==> src/rtl/smb_alert_pkg.sv <==
package smb_alert_pkg;

  localparam int unsigned ADDR_W = 7;
  localparam int unsigned BYTE_W = ADDR_W + 1;
  localparam int unsigned REG_W  = 8;

  localparam logic [ADDR_W-1:0] ARA_ADDR = 7'b0001100;

  localparam int unsigned LOCAL_MASK_BIT  = 5;
  localparam int unsigned GLOBAL_MASK_BIT = 7;

  typedef enum logic [2:0] {
    RSP_IDLE,
    RSP_ACK,
    RSP_SEND,
    RSP_LOST,
    RSP_WON
  } rsp_state_e;

  function automatic int unsigned remote_mask_bit(input int unsigned idx);
    int unsigned pos;
    case (idx)
      0:       pos = 1;
      default: pos = 0;
    endcase
    return pos;
  endfunction

endpackage

==> src/rtl/smb_rst_sync.sv <==
module smb_rst_sync #(
  parameter int unsigned STAGES = 2
) (
  input  logic clk,
  input  logic rst_n,
  output logic rst_sync_n
);

  logic [STAGES-1:0] chain_q;

  always_ff @(posedge clk or negedge rst_n) begin
    if (!rst_n) chain_q <= '0;
    else        chain_q <= {chain_q[STAGES-2:0], 1'b1};
  end

  assign rst_sync_n = chain_q[STAGES-1];

endmodule

==> src/rtl/smb_alert_cause.sv <==
module smb_alert_cause
  import smb_alert_pkg::*;
#(
  parameter int unsigned N_REMOTE = 2
) (
  input  logic                lim_local,
  input  logic [N_REMOTE-1:0] lim_remote,
  input  logic                open_sensor,
  input  logic [REG_W-1:0]    cfg,
  input  logic [REG_W-1:0]    consec,
  output logic                cause
);

  logic [N_REMOTE-1:0] remote_hit;

  for (genvar g = 0; g < N_REMOTE; g++) begin : g_remote
    assign remote_hit[g] = lim_remote[g] & ~cfg[remote_mask_bit(g)];
  end

  logic local_hit;
  assign local_hit = lim_local & ~consec[LOCAL_MASK_BIT];

  always_comb begin
    cause = local_hit | (|remote_hit) | open_sensor;
    if (cfg[GLOBAL_MASK_BIT]) cause = 1'b0;
  end

endmodule

==> src/rtl/smb_alert_hold.sv <==
module smb_alert_hold (
  input  logic clk,
  input  logic rst_n,
  input  logic cause,
  input  logic win,
  output logic alert
);

  logic alert_q, alert_d, alert_en;

  always_comb begin
    alert_d  = alert_q;
    alert_en = 1'b0;
    if (cause) begin
      alert_d  = 1'b1;
      alert_en = !alert_q;
    end else if (win) begin
      alert_d  = 1'b0;
      alert_en = alert_q;
    end
  end

  always_ff @(posedge clk or negedge rst_n) begin
    if (!rst_n)        alert_q <= 1'b0;
    else if (alert_en) alert_q <= alert_d;
  end

  assign alert = alert_q;

endmodule

==> src/rtl/smb_ara_fsm.sv <==
module smb_ara_fsm
  import smb_alert_pkg::*;
#(
  parameter logic [ADDR_W-1:0] DEV_ADDR = 7'h4C
) (
  input  logic              clk,
  input  logic              rst_n,
  input  logic              ev_start,
  input  logic              ev_stop,
  input  logic              ev_addr,
  input  logic [ADDR_W-1:0] addr,
  input  logic              rd,
  input  logic              scl_rise,
  input  logic              sda,
  input  logic              alert_on,
  output logic              addr_ack,
  output logic              sda_pull,
  output logic              won,
  output logic              lost,
  output logic              win_now
);

  localparam int unsigned IDX_W = $clog2(BYTE_W);
  localparam logic [BYTE_W-1:0] TX_BYTE = {DEV_ADDR, 1'b1};
  localparam logic [IDX_W-1:0]  IDX_TOP = IDX_W'(BYTE_W - 1);

  rsp_state_e       state_q, state_d;
  logic [IDX_W-1:0] idx_q, idx_d;
  logic             idx_en;
  logic             tx_bit, lose_now, ara_hit;

  assign tx_bit   = TX_BYTE[idx_q];
  assign lose_now = tx_bit & ~sda;
  assign ara_hit  = ev_addr & (addr == ARA_ADDR) & rd & alert_on;

  always_comb begin
    state_d = state_q;
    idx_d   = idx_q;
    idx_en  = 1'b0;
    win_now = 1'b0;
    if (ev_start || ev_stop) begin
      state_d = RSP_IDLE;
    end else begin
      case (state_q)
        RSP_IDLE: if (ara_hit) state_d = RSP_ACK;
        RSP_ACK: begin
          if (scl_rise) begin
            state_d = RSP_SEND;
            idx_d   = IDX_TOP;
            idx_en  = 1'b1;
          end
        end
        RSP_SEND: begin
          if (scl_rise) begin
            if (lose_now) begin
              state_d = RSP_LOST;
            end else if (idx_q == '0) begin
              state_d = RSP_WON;
              win_now = 1'b1;
            end else begin
              idx_d  = idx_q - 1'b1;
              idx_en = 1'b1;
            end
          end
        end
        default: state_d = state_q;
      endcase
    end
  end

  always_ff @(posedge clk or negedge rst_n) begin
    if (!rst_n) state_q <= RSP_IDLE;
    else        state_q <= state_d;
  end

  always_ff @(posedge clk or negedge rst_n) begin
    if (!rst_n)      idx_q <= '0;
    else if (idx_en) idx_q <= idx_d;
  end

  assign addr_ack = (state_q == RSP_ACK);
  assign sda_pull = (state_q == RSP_SEND) & ~tx_bit;
  assign won      = (state_q == RSP_WON);
  assign lost     = (state_q == RSP_LOST);

endmodule

==> src/rtl/smb_alert_top.sv <==
module smb_alert_top
  import smb_alert_pkg::*;
#(
  parameter int unsigned       N_REMOTE = 2,
  parameter logic [ADDR_W-1:0] DEV_ADDR = 7'h4C
) (
  input  logic                clk,
  input  logic                rst_n,
  input  logic                lim_local_i,
  input  logic [N_REMOTE-1:0] lim_remote_i,
  input  logic                open_i,
  input  logic [REG_W-1:0]    cfg_i,
  input  logic [REG_W-1:0]    consec_i,
  input  logic                ev_start_i,
  input  logic                ev_stop_i,
  input  logic                ev_addr_i,
  input  logic [ADDR_W-1:0]   addr_i,
  input  logic                rd_i,
  input  logic                scl_rise_i,
  input  logic                sda_i,
  output logic                alert_pull_o,
  output logic                addr_ack_o,
  output logic                sda_pull_o,
  output logic                won_o,
  output logic                arb_lost_o
);

  logic rst_q_n;
  logic cause, win_now, alert;

  smb_rst_sync #(.STAGES(2)) rst_i (
    .clk       (clk),
    .rst_n     (rst_n),
    .rst_sync_n(rst_q_n)
  );

  smb_alert_cause #(.N_REMOTE(N_REMOTE)) cause_i (
    .lim_local  (lim_local_i),
    .lim_remote (lim_remote_i),
    .open_sensor(open_i),
    .cfg        (cfg_i),
    .consec     (consec_i),
    .cause      (cause)
  );

  smb_alert_hold hold_i (
    .clk  (clk),
    .rst_n(rst_q_n),
    .cause(cause),
    .win  (win_now),
    .alert(alert)
  );

  smb_ara_fsm #(.DEV_ADDR(DEV_ADDR)) fsm_i (
    .clk     (clk),
    .rst_n   (rst_q_n),
    .ev_start(ev_start_i),
    .ev_stop (ev_stop_i),
    .ev_addr (ev_addr_i),
    .addr    (addr_i),
    .rd      (rd_i),
    .scl_rise(scl_rise_i),
    .sda     (sda_i),
    .alert_on(alert),
    .addr_ack(addr_ack_o),
    .sda_pull(sda_pull_o),
    .won     (won_o),
    .lost    (arb_lost_o),
    .win_now (win_now)
  );

  assign alert_pull_o = alert;

endmodule

==> config.mk <==
export PLATFORM = sky130hd
export DESIGN_NAME = smb_alert_top
export DESIGN_NICKNAME = d
export VERILOG_FILES = /design/src/rtl/smb_alert_pkg.sv /design/src/rtl/smb_rst_sync.sv /design/src/rtl/smb_alert_cause.sv /design/src/rtl/smb_alert_hold.sv /design/src/rtl/smb_ara_fsm.sv /design/src/rtl/smb_alert_top.sv
export SDC_FILE = /design/constraint.sdc
export NUM_CORES = 1
export LEC_CHECK = 0
export BUFFER_PORTS_ARGS = -buffer_cell sky130_fd_sc_hd__buf_2
export CAP_MARGIN = 5
export CORE_AREA = 2 2 45 47
export CTS_BUF_LIST = sky130_fd_sc_hd__clkbuf_4 sky130_fd_sc_hd__clkbuf_8 sky130_fd_sc_hd__clkbuf_16
export DETAILED_ROUTE_END_ITERATION = 10
export DIE_AREA = 0 0 47 49
export GPL_ROUTABILITY_DRIVEN = 0
export HOLD_SLACK_MARGIN = 0.12
export PLACE_DENSITY = 0.8
export RECOVER_POWER = 100
export SETUP_SLACK_MARGIN = 0.02
export SKIP_LAST_GASP = 1
export SLEW_MARGIN = 20
export SYNTH_ARGS = -nofsm -noshare
export SYNTH_HDL_FRONTEND = slang
export SYNTH_SLANG_ARGS = --single-unit
==> constraint.sdc <==
create_clock -name clk -period 0.8 [get_ports clk]
set_input_delay 0 -clock clk [delete_from_list [all_inputs] [get_ports clk]]
set_output_delay 0 -clock clk [all_outputs]
set_load 0.01 [all_outputs]
# Yosys cells after proc, flatten, opt, wreduce, memory -nomap -nowiden
# Memories as Yosys holds them, arrays and structs flattened.
# Index checks and enable logic that the tools add are counted.
[totals] register_bits=9 mem_bits_ro=8 in_bits=35 word_cells=76 memories=1
[mem_list] memory="(no name shown)" depth=8 word_bits=1 read_ports=1 rd_ports_with_merged_regs=0 wr=0 line="smb_ara_fsm.sv:32" text="assign tx_bit = TX_BYTE[idx_q];"
[op_classes] add_sub_neg=1 magnitude_cmp=1 eq_ne=13 mux=29 bitwise=16 n_reduce_logical=11
[ops] cell="2-to-1 mux 3 bit" count=10
[ops] cell="2-to-1 mux 1 bit" count=16
[ops] cell="one-hot mux 3 bit (3 select lines)" count=1
[ops] cell="bitwise AND 1 bit" count=8
[ops] cell="!= test 2 bit (second input constant)" count=4
[ops] cell="== test 7 x 4 -> 1 bit (second input constant)" count=1
[ops] cell="AND reduction 7 bit" count=1
[ops] cell="== test 3 x 2 -> 1 bit (second input constant)" count=2
[ops] cell="logical NOT 3 bit" count=2
[ops] cell="!= test 3 x 2 -> 1 bit (second input constant)" count=2
[ops] cell="inverter 1 bit" count=6
[ops] cell="one-hot mux 3 bit (2 select lines)" count=1
[ops] cell="AND reduction 5 bit" count=1
[ops] cell="< comparator 3 x 4 -> 1 bit (second input constant)" count=1
[ops] cell="!= test 4 x 1 -> 1 bit (second input constant)" count=1
[ops] cell="nonzero test 2 bit" count=2
[ops] cell="nonzero test 4 bit" count=1
[ops] cell="== test 3 x 1 -> 1 bit (second input constant)" count=1
[ops] cell="== test 3 bit (second input constant)" count=1
[ops] cell="!= test 3 x 1 -> 1 bit (second input constant)" count=1
[ops] cell="subtractor 3 x 1 -> 3 bit (second input constant)" count=1
[ops] cell="bitwise OR 1 bit" count=2
[ops] cell="one-hot mux 1 bit (2 select lines)" count=1
[ops] cell="AND reduction 2 bit" count=1
[ops] cell="3 further kinds" count=3

# Depth between registers and ports, before layout
[depth] word_depth=10 ltp_mapped=6 ltp_nobuf=6

# Cells and area by module
# Synthesis repeated with hierarchy kept, for this count alone.
[hier_totals] cells_unflattened=57 hier_area_um2=586.8
[modules_own_cells] mod="smb_ara_fsm" instances=1 cells_per_inst=46 area_each_um2=457.9
[modules_own_cells] mod="smb_rst_sync" instances=1 cells_per_inst=3 area_each_um2=53.8
[modules_own_cells] mod="smb_alert_cause" instances=1 cells_per_inst=5 area_each_um2=38.8
[modules_own_cells] mod="smb_alert_hold" instances=1 cells_per_inst=3 area_each_um2=36.3

# Least setup slack after synthesis
# Ideal clock, no wire load.
[synth_timing] path_kind="flip-flop to flip-flop" from="register fsm_i.idx_q[0]" to="register fsm_i.state_q[1]" setup_time_ns=0.128 t_arrival_ns=1.607 required_time_ns=0.672 path_slack_ns=-0.935 stages_incl_launch_ff=7 path_buffers=0 path_cell_list="dfrtp_1 inv_1 ha_1 nor2_1 o32ai_2 a22oi_2 mux2_1"
[synth_via] elab_chain_cells=7 word_cells_on_any_way=10 cone_classes="eq/ne: 1; mux: 5; bitwise: 1; reduce/logical: 2; memory: 1"
[synth_lines] element="start: declaration" line="smb_ara_fsm.sv:28" text="logic [IDX_W-1:0] idx_q, idx_d;"
[synth_lines] element="start signal: assignment" line="smb_ara_fsm.sv:78" text="else if (idx_en) idx_q <= idx_d;"
[synth_lines] element="memory read (8 x 1 bit)"
[synth_lines] element="2-to-1 mux 1 bit (implied by the code)" line="smb_ara_fsm.sv:32"
[synth_lines] element="bitwise AND 1 bit" line="smb_ara_fsm.sv:33" text="assign lose_now = tx_bit & ~sda;"
[synth_lines] element="2-to-1 mux 3 bit" line="smb_ara_fsm.sv:55" text="if (lose_now) begin"
[synth_lines] element="2-to-1 mux 3 bit" line="smb_ara_fsm.sv:54" text="if (scl_rise) begin"
[synth_lines] element="one-hot mux 3 bit (3 select lines)" line="smb_ara_fsm.sv:44" text="case (state_q)"
[synth_lines] element="2-to-1 mux 3 bit" line="smb_ara_fsm.sv:41" text="if (ev_start || ev_stop) begin"
[synth_lines] element="end signal: assignment" line="smb_ara_fsm.sv:73" text="else state_q <= state_d;"
[synth_lines] element="end: declaration" line="smb_ara_fsm.sv:27" text="rsp_state_e state_q, state_d;"
# Several ways; a longest one is shown, not always the timed one. The select of a mux whose other input is x is not followed.
# A chain may end at the register's enable or synchronous reset.

# Worst setup path after layout
[layout_timing] from="register fsm_i.idx_q[0]" to="register fsm_i.state_q[2]"
# Same word-level chain as after synthesis.

==> summary.md <==
| Metric | Value |
|---|---|
| Most frequent cells in the layout | `23 x buf_2, 18 x buf_4, 9 x dfrtp_1, 6 x buf_6, 5 x dlygate4sd3_1` |
| Via/cell ratio | `4.704` |
| Final Max Slew Viols | `0` |
| Crit-path slowest cell | `dfrtp_1` |
| Die Width | `47 um` |
| Status | `finished, violations left` |
| FF+latch count, synth | `9` |
| Htree depth | `1` |
| Synth Flop Type | `dfrtp_1` |
| TritonCTS buffer count | `3` |
| Max Cap Viol | `0` |
| Largest net degree at the start of global routing | `8` |
| Global-route wire length before repair | `3105 um` |
| PwrDens | `between 1500 and 2000 mW/mm^2` |
| Post-Syn Nets | `96` |
| Ys Warns | `0` |
| Commonest non-fill, non-tap cell in the layout | `buf_2` |
| CP arrival | `1.75 ns` |
| Crit. End Element | `flop` |
| TNS Setup | `-7.257 ns` |
| EDFF count, synth | `0` |
| IO Port Bufs | `27` |
| DP HPWL | `1403 um` |
| Startpoint types | `flop` |
| Initial drt markers | `8` |
| DRC | `0` |
| Die height | `49 um` |
| Min Tclk post-route | `roughly 1.6 ns` |
| Setup crit start | `fsm_i.idx_q[0]` |
| Failing checks | `negative setup slack` |
| Max Freq | `616.0 MHz` |
| Post-route ant nets | `0` |
| Synth Instances | `59` |
| Area post-placement | `954.7 um^2` |
| Die Area | `0.002303 mm^2` |
| Setup-failing EPs final | `11` |
| Layout cells sized above 1 | `59.13%` |
| Design area | `approximately 0.0011 mm^2` |
| Mapped Area | `624.3 um^2` |
| Row count | `16` |
| Post-DR wirelength/cell | `~12 um` |
| Post-synth cell types | `35` |
| CTS Buffer Depth | `2` |
| Longest individual stage delay on the worst path | `0.38 ns` |
| Setup Skew | `0.001537 ns` |
| Area growth syn-to-layout | `74.35%` |
| Final Util | `59.10%` |
| Pre-Repair DR Iteration Count | `4` |
| Max FO, Critical Path | `3` |
| GRT Util Overall | `about 18%` |
| Syn avg cell area | `10.58 um^2` |
| HP Class | `flop to async pin` |
| Post-synthesis sequential area ratio | `36.07%` |
| CP Cell Sequence | `inv_2 > ha_4 > nor2_4 > o32ai_2 > a22oi_2 > mux2_1` |
| RSZ-0062 raised after global routing | `yes` |
| Initial antenna violation count | `0` |
| LEAKAGE | `about 0.54 nW` |
| RR Startpoint | `fsm_i.idx_q[0]` |
| PnR worst setup slack | `-0.8234 ns` |
| Peak supply drop | `approximately 970 uV` |
| CTS tree | `done` |
| Final instance count without filler cells | `around 140` |
| Reg clk slew, reported paths | `0.06 ns` |
| Tcrit/Tclk final | `202.9%` |
| Ports | `40` |
| Root buffer cell | `clkbuf_4` |
| Starting Density | `about a third` |
| ANT cells | `0` |
| Routed vias | `668` |
| Buf/Inv on CP | `1` |
| CP top delay family | `flip-flops` |
| Dpl cells | `131` |
| WP data required | `a little over 0.9 ns` |
| Core area | `around 0.0018 mm^2` |
| Crit Path Category | `flop to flop` |
| TritonCTS Sinks | `9` |
| Vias in the first global route | `between 700 and 800` |
| Routed wire length | `1698 um` |
| Final nets | `153` |
| Hold Vio Cnt, Final | `0` |
| Global route overflow | `0` |
| Fraction of registers with async set/reset | `100.0%` |
| Worst-Skew Late Latency | `0.25 ns` |
| Pre-CTS WS | `-0.8339 ns` |
## area by class of cell
cell class	count	area [um^2]
fill	157	753.2
clock buffer	4	30.03
multi-input combinational	45	411.6
tap	27	33.78
sequential	9	225.2
timing repair buffer	53	372.9
inverter	4	15.01
## Yosys cell counts, types with 2 or more instances
cell | instances | area share [%]
mux2_1 | 2 | 3.6
ha_1 | 2 | 4.0
mux2_4 | 2 | 4.8
dfrtp_1 | 9 | 36
nor3_1 | 4 | 3.2
nor3b_1 | 2 | 2.4
o21a_1 | 2 | 2.4
o21ai_0 | 2 | 1.6
inv_1 | 4 | 2.4
nand2b_1 | 2 | 2.0
nand3_1 | 3 | 2.4
nor2_1 | 2 | 1.2
## report_power, final
group          switching [mW]  leakage, nW  total (mW)  internal, mW
clock network           0.141       0.0184       0.366         0.225
registers              0.0493        0.103       0.566         0.517
logic                   0.285        0.414       0.750         0.465
## sequential cells by signal, indices dropped and copies added, names as in the netlist
name,count
hold_i.alert,1
rst_i.chain_q,2
fsm_i.idx_q,3
fsm_i.state_q,3
## what timing repair did
item | CTS | global route
pin swaps | 3 | 0
setup buffers | 2 | 0
gates resized for setup | 8 | 0
hold endpoints to repair | 3 | 2
gates cloned | 0 | 0
setup endpoints to repair | 12 | 14
hold buffers | 5 | 1
## logic make-up after synthesis
logic type	Yosys count	share of synthesized area (%)
fa+ha+maj	2	4.007
xor+xnor	1	1.403
flops	9	36.07
other cells	1	0.6006
compound gates	11	14.83
buf+inv	5	4.208
mux	5	10.02
simple gates	25	28.86
## final timing paths
path                                     to  slack (ns)  cells past startpoint
max                        fsm_i.state_q[2]       -0.82                      6
min                        fsm_i.state_q[0]        0.12                      0
max reg2reg                fsm_i.state_q[2]       -0.82                      6
min reg2reg                fsm_i.state_q[0]        0.12                      0
max in group asynchronous  rst_i.chain_q[0]        0.10                      3
min in group clk               hold_i.alert        0.16                      4
## metal layers
layer | part of all wire [%] | routed length, um | track usage, %
met5 | 0 | 0 | 0
met3 | 2.5 | 43 | 1.111
met1 | 39 | 659 | 20.60
met4 | 2.0 | 34 | 8.333
met2 | 57 | 960 | 33.56
## per-stage QoR
| step | total power [mW] | hold WS, ns |
|---|---|---|
| final | 1.682 | 0.1154 |
| after global routing | 1.802 | 0.1382 |
| after CTS | 1.705 | 0.1249 |
| after detailed placement | 1.228 | -0.2112 |
| after global placement | 1.188 | -0.2157 |
| after floorplan | 0.9239 | -0.2956 |
No activity file was read; power rests on OpenSTA's default activity.
